[config.mk]
export PLATFORM = sky130hd
export DESIGN_NAME = mw_rom_reader
export DESIGN_NICKNAME = d
export VERILOG_FILES = /design/src/rtl/mw_rom_pkg.sv /design/src/rtl/mw_rom_ctrl.sv /design/src/rtl/mw_rom_dp.sv /design/src/rtl/mw_rom_reader.sv
export SDC_FILE = /design/constraint.sdc
export NUM_CORES = 1
export LEC_CHECK = 0
export ABC_AREA = 1
export BUFFER_PORTS_ARGS = -buffer_cell sky130_fd_sc_hd__buf_4
export CAP_MARGIN = 20
export CORE_AREA = 2 2 74 76
export DETAILED_ROUTE_END_ITERATION = 16
export DIE_AREA = 0 0 76 78
export GPL_ROUTABILITY_DRIVEN = 0
export PLACE_DENSITY = 0.71
export SYNTH_ARGS = -nofsm -noshare
export SYNTH_HDL_FRONTEND = slang
export SYNTH_HIERARCHICAL = 1
export SYNTH_SLANG_ARGS = --single-unit
[constraint.sdc]
create_clock -name clk -period 5.34 [get_ports clk]
set_clock_uncertainty 0.05 [all_clocks]
set_input_delay 0 -clock clk [delete_from_list [all_inputs] [get_ports clk]]
set_output_delay 0 -clock clk [all_outputs]
set_load 0.05 [all_outputs]
[src/rtl/mw_rom_pkg.sv]
package mw_rom_pkg;

  // Strobes from the sequencer to the pin/shift datapath
  typedef struct packed {
    logic load;     // raise select, latch command word, clear capture
    logic setLow;   // drop clock and present next command bit
    logic setHigh;  // raise clock
    logic sample;   // shift data-out into the capture register
    logic finish;   // release all lines and publish the word
  } romStrobe_t;

  typedef enum logic [1:0] {
    ST_IDLE,
    ST_SETUP,
    ST_LOW,
    ST_HIGH
  } romState_t;

endpackage

[src/rtl/mw_rom_ctrl.sv]
module mw_rom_ctrl
  import mw_rom_pkg::*;
#(
  parameter int HALF_CYCLES  = 100,
  parameter int SETUP_CYCLES = 25,
  parameter int CMD_BITS     = 9,
  parameter int READ_BITS    = 17
) (
  input  logic       clk,
  input  logic       rstN,
  input  logic       startReq,
  output logic       busy,
  output romStrobe_t strobe
);

  localparam int TOTAL_BITS = CMD_BITS + READ_BITS;
  localparam int CNT_W      = $clog2(TOTAL_BITS + 1);
  localparam int TMR_MAX    = (HALF_CYCLES > SETUP_CYCLES) ? HALF_CYCLES : SETUP_CYCLES;
  localparam int TMR_W      = $clog2(TMR_MAX + 1);
  localparam logic [TMR_W-1:0] HALF_LOAD  = TMR_W'(HALF_CYCLES - 1);
  localparam logic [TMR_W-1:0] SETUP_LOAD = TMR_W'(SETUP_CYCLES - 1);
  localparam logic [CNT_W-1:0] LAST_BIT   = CNT_W'(TOTAL_BITS - 1);
  localparam logic [CNT_W-1:0] FIRST_READ = CNT_W'(CMD_BITS);

  romState_t        state, nextState;
  logic [TMR_W-1:0] timer, nextTimer;
  logic [CNT_W-1:0] bitCnt, nextCnt;
  logic             timerZero;

  assign timerZero = (timer == '0);
  assign busy      = (state != ST_IDLE);

  always_comb begin
    nextState = state;
    nextTimer = timer;
    nextCnt   = bitCnt;
    strobe    = '0;
    case (state)
      ST_IDLE: begin
        if (startReq) begin
          strobe.load = 1'b1;
          nextState   = ST_SETUP;
          nextTimer   = SETUP_LOAD;
          nextCnt     = '0;
        end
      end
      ST_SETUP: begin
        if (timerZero) begin
          strobe.setLow = 1'b1;
          nextState     = ST_LOW;
          nextTimer     = HALF_LOAD;
        end else begin
          nextTimer = timer - 1'b1;
        end
      end
      ST_LOW: begin
        if (timerZero) begin
          strobe.setHigh = 1'b1;
          nextState      = ST_HIGH;
          nextTimer      = HALF_LOAD;
        end else begin
          nextTimer = timer - 1'b1;
        end
      end
      ST_HIGH: begin
        if (timerZero) begin
          strobe.sample = (bitCnt >= FIRST_READ);
          if (bitCnt == LAST_BIT) begin
            strobe.finish = 1'b1;
            nextState     = ST_IDLE;
          end else begin
            strobe.setLow = 1'b1;
            nextState     = ST_LOW;
            nextTimer     = HALF_LOAD;
            nextCnt       = bitCnt + 1'b1;
          end
        end else begin
          nextTimer = timer - 1'b1;
        end
      end
      default: nextState = ST_IDLE;
    endcase
  end

  always_ff @(posedge clk or negedge rstN) begin
    if (!rstN) begin
      state  <= ST_IDLE;
      timer  <= '0;
      bitCnt <= '0;
    end else begin
      state  <= nextState;
      timer  <= nextTimer;
      bitCnt <= nextCnt;
    end
  end

endmodule

[src/rtl/mw_rom_dp.sv]
module mw_rom_dp
  import mw_rom_pkg::*;
#(
  parameter int ADDR_BITS   = 6,
  parameter int DATA_BITS   = 16,
  parameter int OPCODE_BITS = 3,
  parameter logic [OPCODE_BITS-1:0] OPCODE = 3'b110
) (
  input  logic                 clk,
  input  logic                 rstN,
  input  romStrobe_t           strobe,
  input  logic [ADDR_BITS-1:0] wordAddr,
  input  logic                 romDo,
  output logic                 romCs,
  output logic                 romSk,
  output logic                 romDi,
  output logic                 done,
  output logic [DATA_BITS-1:0] wordOut
);

  localparam int CMD_BITS = OPCODE_BITS + ADDR_BITS;

  logic [CMD_BITS-1:0]  cmdShift;
  logic [DATA_BITS-1:0] capture;
  logic [DATA_BITS-1:0] nextCap;

  // New bits enter at the bottom; a 17th sample pushes the dummy out the top
  assign nextCap = {capture[DATA_BITS-2:0], romDo};

  always_ff @(posedge clk or negedge rstN) begin
    if (!rstN) begin
      romCs    <= 1'b0;
      romSk    <= 1'b0;
      romDi    <= 1'b0;
      done     <= 1'b0;
      cmdShift <= '0;
      capture  <= '0;
      wordOut  <= '0;
    end else begin
      done <= strobe.finish;
      if (strobe.load) begin
        romCs    <= 1'b1;
        romSk    <= 1'b0;
        romDi    <= 1'b0;
        cmdShift <= {OPCODE, wordAddr};
        capture  <= '0;
      end
      if (strobe.setLow) begin
        romSk    <= 1'b0;
        romDi    <= cmdShift[CMD_BITS-1];
        cmdShift <= {cmdShift[CMD_BITS-2:0], 1'b0};
      end
      if (strobe.setHigh) begin
        romSk <= 1'b1;
      end
      if (strobe.sample) begin
        capture <= nextCap;
      end
      if (strobe.finish) begin
        romCs   <= 1'b0;
        romSk   <= 1'b0;
        romDi   <= 1'b0;
        wordOut <= nextCap;
      end
    end
  end

endmodule

[src/rtl/mw_rom_reader.sv]
module mw_rom_reader
  import mw_rom_pkg::*;
#(
  parameter int ADDR_BITS    = 6,
  parameter int DATA_BITS    = 16,
  parameter int HALF_CYCLES  = 100,
  parameter int SETUP_CYCLES = 25
) (
  input  logic                 clk,
  input  logic                 rstN,
  input  logic                 startReq,
  input  logic [ADDR_BITS-1:0] wordAddr,
  output logic                 busy,
  output logic                 done,
  output logic [DATA_BITS-1:0] wordOut,
  output logic                 romCs,
  output logic                 romSk,
  output logic                 romDi,
  input  logic                 romDo
);

  localparam int OPCODE_BITS = 3;
  localparam logic [OPCODE_BITS-1:0] READ_OPCODE = 3'b110;
  localparam int CMD_BITS  = OPCODE_BITS + ADDR_BITS;
  localparam int READ_BITS = DATA_BITS + 1;

  romStrobe_t strobe;

  mw_rom_ctrl #(
    .HALF_CYCLES (HALF_CYCLES),
    .SETUP_CYCLES(SETUP_CYCLES),
    .CMD_BITS    (CMD_BITS),
    .READ_BITS   (READ_BITS)
  ) ctrlInst (
    .clk     (clk),
    .rstN    (rstN),
    .startReq(startReq),
    .busy    (busy),
    .strobe  (strobe)
  );

  mw_rom_dp #(
    .ADDR_BITS  (ADDR_BITS),
    .DATA_BITS  (DATA_BITS),
    .OPCODE_BITS(OPCODE_BITS),
    .OPCODE     (READ_OPCODE)
  ) dpInst (
    .clk     (clk),
    .rstN    (rstN),
    .strobe  (strobe),
    .wordAddr(wordAddr),
    .romDo   (romDo),
    .romCs   (romCs),
    .romSk   (romSk),
    .romDi   (romDi),
    .done    (done),
    .wordOut (wordOut)
  );

endmodule

Word level (Yosys, flattened, before mapping)
Index checks and enable logic that the tools add are counted.
{ "word_totals": {"wordCells": 73, "ff_bits": 58, "inputBits": 10, "output_inout_bits": 21} }
{ "op_classes": {"n_mux": 37, "eq_ne": 10, "addsub": 2, "n_lt_le_gt_ge": 1, "reduce_logical": 13} }
{ "ops": {"columns": ["cell", "n"], "rows": [
  ["15-bit 2-to-1 mux", 2],
  ["7-bit 2-to-1 mux", 4],
  ["7-bit one-hot mux with 3 select lines", 1],
  ["9-bit 2-to-1 mux", 2],
  ["1-bit 2-to-1 mux", 15],
  ["5-bit 2-to-1 mux", 3],
  ["2-bit 2-to-1 mux", 7],
  ["5-bit one-hot mux with 2 select lines", 1],
  ["2-bit nonzero test", 5],
  ["2-bit one-hot mux with 4 select lines", 1],
  ["4-bit AND reduction", 2],
  ["7-bit zero test", 1],
  ["7-bit by 1-bit subtractor with 7-bit output (second input constant)", 1],
  ["2-bit by 1-bit != test with 1-bit output (second input constant)", 3],
  ["5-bit by 1-bit adder with 5-bit output (second input constant)", 1],
  ["5-bit == test (second input constant)", 1],
  ["5-bit by 4-bit greater-or-equal comparator with 1-bit output (second input constant)", 1],
  ["2-bit == test (second input constant)", 2],
  ["2-bit != test (second input constant)", 2],
  ["4-bit nonzero test", 1],
  ["3-bit != test (second input constant)", 1],
  ["3-bit nonzero test", 1],
  ["2-bit by 1-bit == test with 1-bit output (second input constant)", 1],
  ["2-bit zero test", 1],
  ["3 further kinds", 3]
]} }

Longest topological paths before layout
Gate-level depths: netlist (run 1).
{ "depth": {"word_depth": 7, "depth_mapped": 12, "depth_no_buf": 11} }

Cells and area by module
The synthesis (run 1) kept the hierarchy.
{ "by_module_without_submodules": {"columns": ["mod", "area_per_inst_um2", "n_inst", "cells_each"], "rows": [
  ["mw_rom_dp", 1744.2, 1, 197],
  ["mw_rom_ctrl", 987.2, 1, 142]
]} }

Least setup slack after synthesis (run 1)
No wires, ideal clock.
{ "synth_path": {"kind": "register to register", "from": "reg ctrlInst.timer[0]", "to": "reg dpInst.wordOut[1]", "period_less_slack_ns": 1.896, "path_buffers": 1, "path_stages_with_launch": 13, "required_ns": 5.168, "setup_time_ns": 0.122, "path_slack_ns": 3.444, "arrival_time_ns": 1.723, "cell_sequence": "dfrtp_1 inv_1 ha_1 inv_1 nor2_1 nand3_4 nor2_4 nand2_4 inv_1 inv_2 buf_2 nand2_1 o21ai_1"} }
{ "synth_rtl": {"columns": ["item", "line_no", "source"], "rows": [
  ["start, declared", "mw_rom_ctrl.sv:26", "logic [TMR_W-1:0] timer, nextTimer;"],
  ["start signal, assigned", "mw_rom_ctrl.sv:92", "timer <= nextTimer;"],
  ["end signal, assigned", "mw_rom_dp.sv:63", "wordOut <= nextCap;"],
  ["end, declared", "mw_rom_dp.sv:18", "output logic [DATA_BITS-1:0] wordOut"]
]} }

==> impl_metrics.env, run 1 <==
export IMPL_crit_path_end_kind="flip-flop"
export IMPL_fmax_mhz=405
export IMPL_die_area_sq_mm=0.00593
export IMPL_worstSetupPathType="reg2reg"
export IMPL_wl_per_cell_um=11.7
export IMPL_ys_ff_latch=58
export IMPL_track_usage_pct=19.8
export IMPL_slowest_delay_ps=410
export IMPL_vias_per_cell=4.90
export IMPL_yosysWarnings=6
export IMPL_fin_crit_ps=2470
export IMPL_drtIter0Drc=187
export IMPL_drc=0
export IMPL_grt_pass1_wl_um=9230
export IMPL_netlist_top_cell_by_area="dfrtp_1"
export IMPL_hold_violations=0
export IMPL_h_tree_depth=3
export IMPL_fin_ws_ps=2870
export IMPL_rows=26
export IMPL_fin_setup_tns_ps=0
export IMPL_hold_ws_ps=43.4
export IMPL_grt_max_degree=59
export IMPL_numPortBuffers=30
export IMPL_fin_cells=456
export IMPL_synth_fp_nets=353
export IMPL_p_leak_nw=1.77
export IMPL_rr_worst_depth=11
export IMPL_postSynthAreaPerCell_sq_um=8.06
export IMPL_synthToLayoutAreaGrowth_pct=19.1
export IMPL_min_delay_start="startReq"
export IMPL_cts_root_buf="clkbuf_8"
export IMPL_antenna_found_initial=0
export IMPL_min_to="ctrlInst/state[0]"
export IMPL_arrival_ps=2610
export IMPL_yosysUniqueCellTypes=25
export IMPL_die_width_um=76
export IMPL_slew_violations=0
export IMPL_fp_coreArea_sq_mm=0.00504
export IMPL_status="finished clean"
export IMPL_start_util_pct=54.2
export IMPL_cts_buffers=9
export IMPL_io_pins=31
export IMPL_final_layout_size_suffix_gt1_share_pct=17.1
export IMPL_pre_cts_slack_ps=2860
export IMPL_path_clk_slew_ps=70
export IMPL_crit_path_start_kind="flip-flop"
export IMPL_gr_total_overflow=0
export IMPL_setup_viol=0
export IMPL_cp_data_required_time_ps=5490
export IMPL_synth_cells=339
export IMPL_grt_setup_unrepaired="no"
export IMPL_r2r_end="dpInst/wordOut[14]"
export IMPL_dp_hpwl_um=3560
export IMPL_chipHeight_um=78
export IMPL_grt_pass1_vias=2067
export IMPL_critPathMaxFanout=23
export IMPL_total_power_mw=1.51
export IMPL_ys_seq_area_share_pct=53.1
export IMPL_hold_path_class="in2reg"
export IMPL_final_cell_area_sq_mm=0.00325
export IMPL_nets=395
export IMPL_relSlewSlack_pct=52.7
export IMPL_ir_drop_mv=0.225
export IMPL_drv_cap=0
export IMPL_drt_total_wl_um=5330
export IMPL_crit_slowest_cell="dfrtp_1"
export IMPL_r2r_slack_ps=2870
export IMPL_power_density_mw_per_mm2=465
export IMPL_synth_top_area_share_pct=53.1
export IMPL_worstMarginPinSlew_ps=710
export IMPL_fin_crit_sh_pct=46.2
export IMPL_cts_sinks=58
export IMPL_ant_nets=0
export IMPL_ys_top_cells_by_area="dfrtp_1 53%, nand2_1 21%, nand3_1 4.2%"
export IMPL_clock_latency_ps=330
export IMPL_crit_path_cell_trace="inv_1, ha_1, inv_1, nor2_1, nand3_4, nor2_4, nand2_4, inv_1, inv_2, nand2_1, o21ai_0"
export IMPL_fin_util_pct=64.5
export IMPL_antennaDiodeCount=0
export IMPL_first_pass_iters=4
export IMPL_crit_reg2reg_launch="ctrlInst/timer[0]"
export IMPL_cts_tree="built"
export IMPL_clock_path_buffers=2
export IMPL_dp_cells=432
export IMPL_cp_common_cell="inv_1"
export IMPL_num_vias=2233
export IMPL_hold_depth=3
export IMPL_place_area_sq_mm=0.00300
export IMPL_syn_area_sq_mm=0.00273
==> cell usage after synthesis, drive strengths merged <==
library cell and n:
ha 4, dfrtp 58, nand3 24, a21oi 1, buf 8, inv 32, xnor2 1, nand4 4
xor2 1, a31oi 1, nand2 159, nand3b 1, o21bai 1, nor2 27, o21ai 14, nor3 3
==> state kept, by name, summed over array words and instances (netlist names) <==
name             flops
dpInst/cmdShift      9
ctrlInst/timer       7
dpInst/done          1
dpInst/romSk         1
ctrlInst/bitCnt      5
dpInst/capture      15
dpInst/romDi         1
ctrlInst/state       2
dpInst/romCs         1
dpInst/wordOut      16
==> kinds of logic (layout without fill, tap and decap cells) <==
family | Yosys count | count (layout) | share of synthesized area [%]
AO/OA/AOI/OAI | 17 | 17 | 3.67
XOR/XNOR | 2 | 2 | 0.641
adder cells (fa/ha/maj) | 4 | 4 | 1.83
buffers and inverters | 40 | 87 | 6.18
flip-flops | 58 | 58 | 53.1
AND/OR/NAND/NOR | 218 | 218 | 34.5
==> what timing repair did <==
action                    CTS  global route
hold buffers                8             0
hold endpoints to repair   66             0
buffers inserted            0             0
resized for setup           0             0
==> placed cells by master, fill, tap and decap left out, drive strengths merged <==
cell / count
nand3b: 1
xnor2: 1
inv: 32
nand4: 4
nor3: 3
a31oi: 1
dlygate4sd3: 8
ha: 4
nand2: 159
dfrtp: 58
clkbuf: 11
xor2: 1
buf: 31
nor2: 27
o21bai: 1
clkinv: 3
clkinvlp: 2
a21oi: 1
o21ai: 14
nand3: 24
==> worst max-delay path by stage <==
stage | depth (start not counted) | end | start
final | 11 | dpInst/wordOut[14] | ctrlInst/timer[0]
after global placement | 11 | dpInst/wordOut[14] | ctrlInst/timer[0]
after CTS | 11 | dpInst/wordOut[14] | ctrlInst/timer[0]
after global routing | 11 | dpInst/wordOut[14] | ctrlInst/timer[0]
after detailed placement | 11 | dpInst/wordOut[14] | ctrlInst/timer[0]
after floorplan | 12 | dpInst/wordOut[1] | ctrlInst/timer[0]
==> cell type report <==
class | instances | area (sq um)
Multi-Input combinational cell | 241 | 1110
Clock buffer | 11 | 141
Clock inverter | 5 | 30.0
Tap cell | 70 | 87.6
Sequential cell | 58 | 1450
Fill cell | 445 | 1790
Timing Repair Buffer | 39 | 313
Inverter | 32 | 120
==> report_power, final <==
part	internal, mW	switching (mW)	total (mW)
logic	0.170	0.288	0.458
registers	0.584	0.121	0.705
clock network	0.178	0.173	0.351
==> per-layer routing <==
| layer | vias to the layer above | wire length (um) | track usage (%) | part of all wire [%] |
|---|---|---|---|---|
| met1 | 1034 | 2460 | 25.1 | 46 |
| met5 | - | 0 | 0 | 0 |
| met2 | 52 | 2510 | 31.3 | 47 |
| li1 | 1131 | - | - | - |
| met3 | 16 | 183 | 3.14 | 3.4 |
| met4 | 0 | 180 | 13.8 | 3.4 |
==> worst max-delay path: cells and delay by family (launching register included) <==
family / cells / cell delay, ps
AO/OA/AOI/OAI: 1 / 80
adder cells (fa/ha/maj): 1 / 150
buffers and inverters: 4 / 840
flip-flops: 1 / 410
AND/OR/NAND/NOR: 5 / 800
No activity file was read; power rests on OpenSTA's default activity.
==> run 2, diff against run 1 <==
CORE_AREA = 2 2 76 78   (was 2 2 74 76)
DIE_AREA = 0 0 78 80   (was 0 0 76 78)
PLACE_DENSITY = 0.7   (was 0.71)
clock period = 2.25 ns   (was 5.34 ns; I/O delays follow)
==> run 2 against run 1 <==
Compared with the run above:
- highest routed layer unchanged
- sequential power rose by 140%
- wire length fell by 1.6%
- non-clock buffer count rose by 7
- largest power group unchanged
- combinational power rose by 140%
- setup slack got worse by 2600 ps
- global-route usage fell by 0.23 points
- critical path type unchanged
- via count rose by 0.22%
==> impl_metrics.env, run 2 (synthesis results as in run 1) <==
export IMPL_status="finished clean"
export IMPL_worstSetupPathType="reg2reg"
export IMPL_dp_cells=437
export IMPL_crit_path_start_kind="flip-flop"
export IMPL_hold_violations=0
export IMPL_cts_tree="built"
export IMPL_top_regs="dpInst/wordOut x16, dpInst/capture x15, dpInst/cmdShift x9"
export IMPL_gr_total_overflow=0
export IMPL_fillers=492
export IMPL_top_register="dpInst/wordOut"
export IMPL_dp_hpwl_um=3500
export IMPL_cts_sinks=58
export IMPL_fin_crit_sh_pct=90.1
export IMPL_clock_path_buffers=2
export IMPL_chipHeight_um=80
export IMPL_highest_layer="met4"
export IMPL_rows=27
export IMPL_ir_drop_mv=0.629
export IMPL_num_vias=2238
export IMPL_nets=402
export IMPL_crit_path_end_kind="flip-flop"
export IMPL_io_pins=31
export IMPL_die_area_sq_mm=0.00624
export IMPL_dr_wl_met2_um=2410
export IMPL_drv_cap=0
export IMPL_wl_met3_um=205
export IMPL_mostFrequentLayoutCell="nand2_1"
export IMPL_cp_common_cell="nand2_1"
export IMPL_crit_path_cell_trace="inv_1, ha_1, inv_1, nor2_1, nand3_4, nor3_1, buf_4, inv_2, nand2_1, nand2_1, nand2_1, nand2_1"
export IMPL_relSlewSlack_pct=53.3
export IMPL_worstMarginPinSlew_ps=700
export IMPL_cp_data_required_time_ps=2420
export IMPL_h_tree_depth=3
export IMPL_antennaDiodeCount=0
export IMPL_fin_setup_tns_ps=0
export IMPL_ant_nets=0
export IMPL_synthToLayoutAreaGrowth_pct=22.9
export IMPL_grt_pass1_vias=2137
export IMPL_final_cell_mix="154 x nand2_1, 58 x dfrtp_1, 38 x buf_4, 28 x inv_1, 23 x nand3_1"
export IMPL_numPortBuffers=30
export IMPL_arrival_ps=2190
export IMPL_fin_crit_ps=2030
export IMPL_critPathMaxFanout=10
export IMPL_largest_reg_flops=16
export IMPL_cts_buffers=9
export IMPL_p_leak_nw=1.83
export IMPL_track_usage_pct=19.6
export IMPL_wl_met1_um=2460
export IMPL_fin_ws_ps=223
export IMPL_final_layout_size_suffix_gt1_share_pct=18.6
export IMPL_crit_slowest_cell="dfrtp_1"
export IMPL_fp_coreArea_sq_mm=0.00541
export IMPL_drt_total_wl_um=5240
export IMPL_wl_per_cell_um=11.3
export IMPL_setup_viol=0
export IMPL_power_density_mw_per_mm2=1140
export IMPL_fin_cells=465
export IMPL_first_pass_iters=4
export IMPL_slowest_delay_ps=400
export IMPL_drtIter0Drc=142
export IMPL_path_clk_slew_ps=60
export IMPL_total_power_mw=3.83
export IMPL_drc=0
export IMPL_cts_root_buf="clkbuf_8"
export IMPL_hold_path_class="in2reg"
export IMPL_clock_latency_ps=330
export IMPL_fmax_mhz=493
export IMPL_antenna_found_initial=0
export IMPL_start_util_pct=50.5
export IMPL_die_width_um=78
export IMPL_vias_per_cell=4.81
export IMPL_crit_buf_inv=4
export IMPL_grt_pass1_wl_um=9470
export IMPL_slew_violations=0
export IMPL_pre_cts_slack_ps=215
export IMPL_grt_max_degree=59
export IMPL_crit_family="simple AND/OR/NAND/NOR gates"
==> run 2: worst paths after layout <==
path,end,cells after the start,slack (ps),from
setup / recovery,dpInst/cmdShift[5],12,220,ctrlInst/timer[0]
hold / removal,ctrlInst/state[0],3,50,startReq
setup reg to reg,dpInst/cmdShift[5],12,220,ctrlInst/timer[0]
hold reg to reg,dpInst/wordOut[15],2,420,dpInst/wordOut[15]
max in group asynchronous,ctrlInst/state[0],2,1470,rstN
min in group asynchronous,dpInst/capture[8],2,200,rstN
==> run 2: layout make-up <==
class	instances	area, sq um	area share, %
Timing Repair Buffer	46	365	10.9
Clock buffer	11	141	4.21
Tap cell	72	90.1	2.68
Multi-Input combinational cell	241	1110	33.1
Sequential cell	58	1450	43.2
Inverter	32	120	3.58
Clock inverter	5	77.6	2.31
==> run 2: power by group <==
part	switching (mW)	leakage [nW]	internal, mW	total, mW
clock	0.399	0.109	0.650	1.05
sequential	0.284	0.711	1.39	1.67
combinational	0.699	1.01	0.409	1.11
==> run 2: tightest hold or removal path, delay by kind of cell <==
family,cells,cell delay [ps]
and+or+nand+nor,2,280
buffers and inverters,1,80
==> run 2: layer usage <==
layer	GRT usage [%]	vias to the layer above
li1	-	1148
met4	11.6	0
met1	24.4	1028
met3	4.30	15
met5	0	-
met2	31.5	47
==> run 2: stage by stage <==
stage | hold WS (ps) | cell area, sq um | utilization (%)
floorplan | -346 | 2730 | -
global placement | 53.2 | 3030 | 56.0
detailed placement | 57.3 | 3030 | 56.0
CTS | 28.4 | 3330 | 61.6
global route | 58.1 | 3360 | 62.1
finish | 45.6 | 3360 | 62.1
==> run 2: timing repair <==
item	4_1_cts	5_1_grt
setup buffers	0	4
endpoints found under the setup margin	0	7
endpoints found under the hold margin	66	0
hold buffers	8	0
resized for setup	0	0
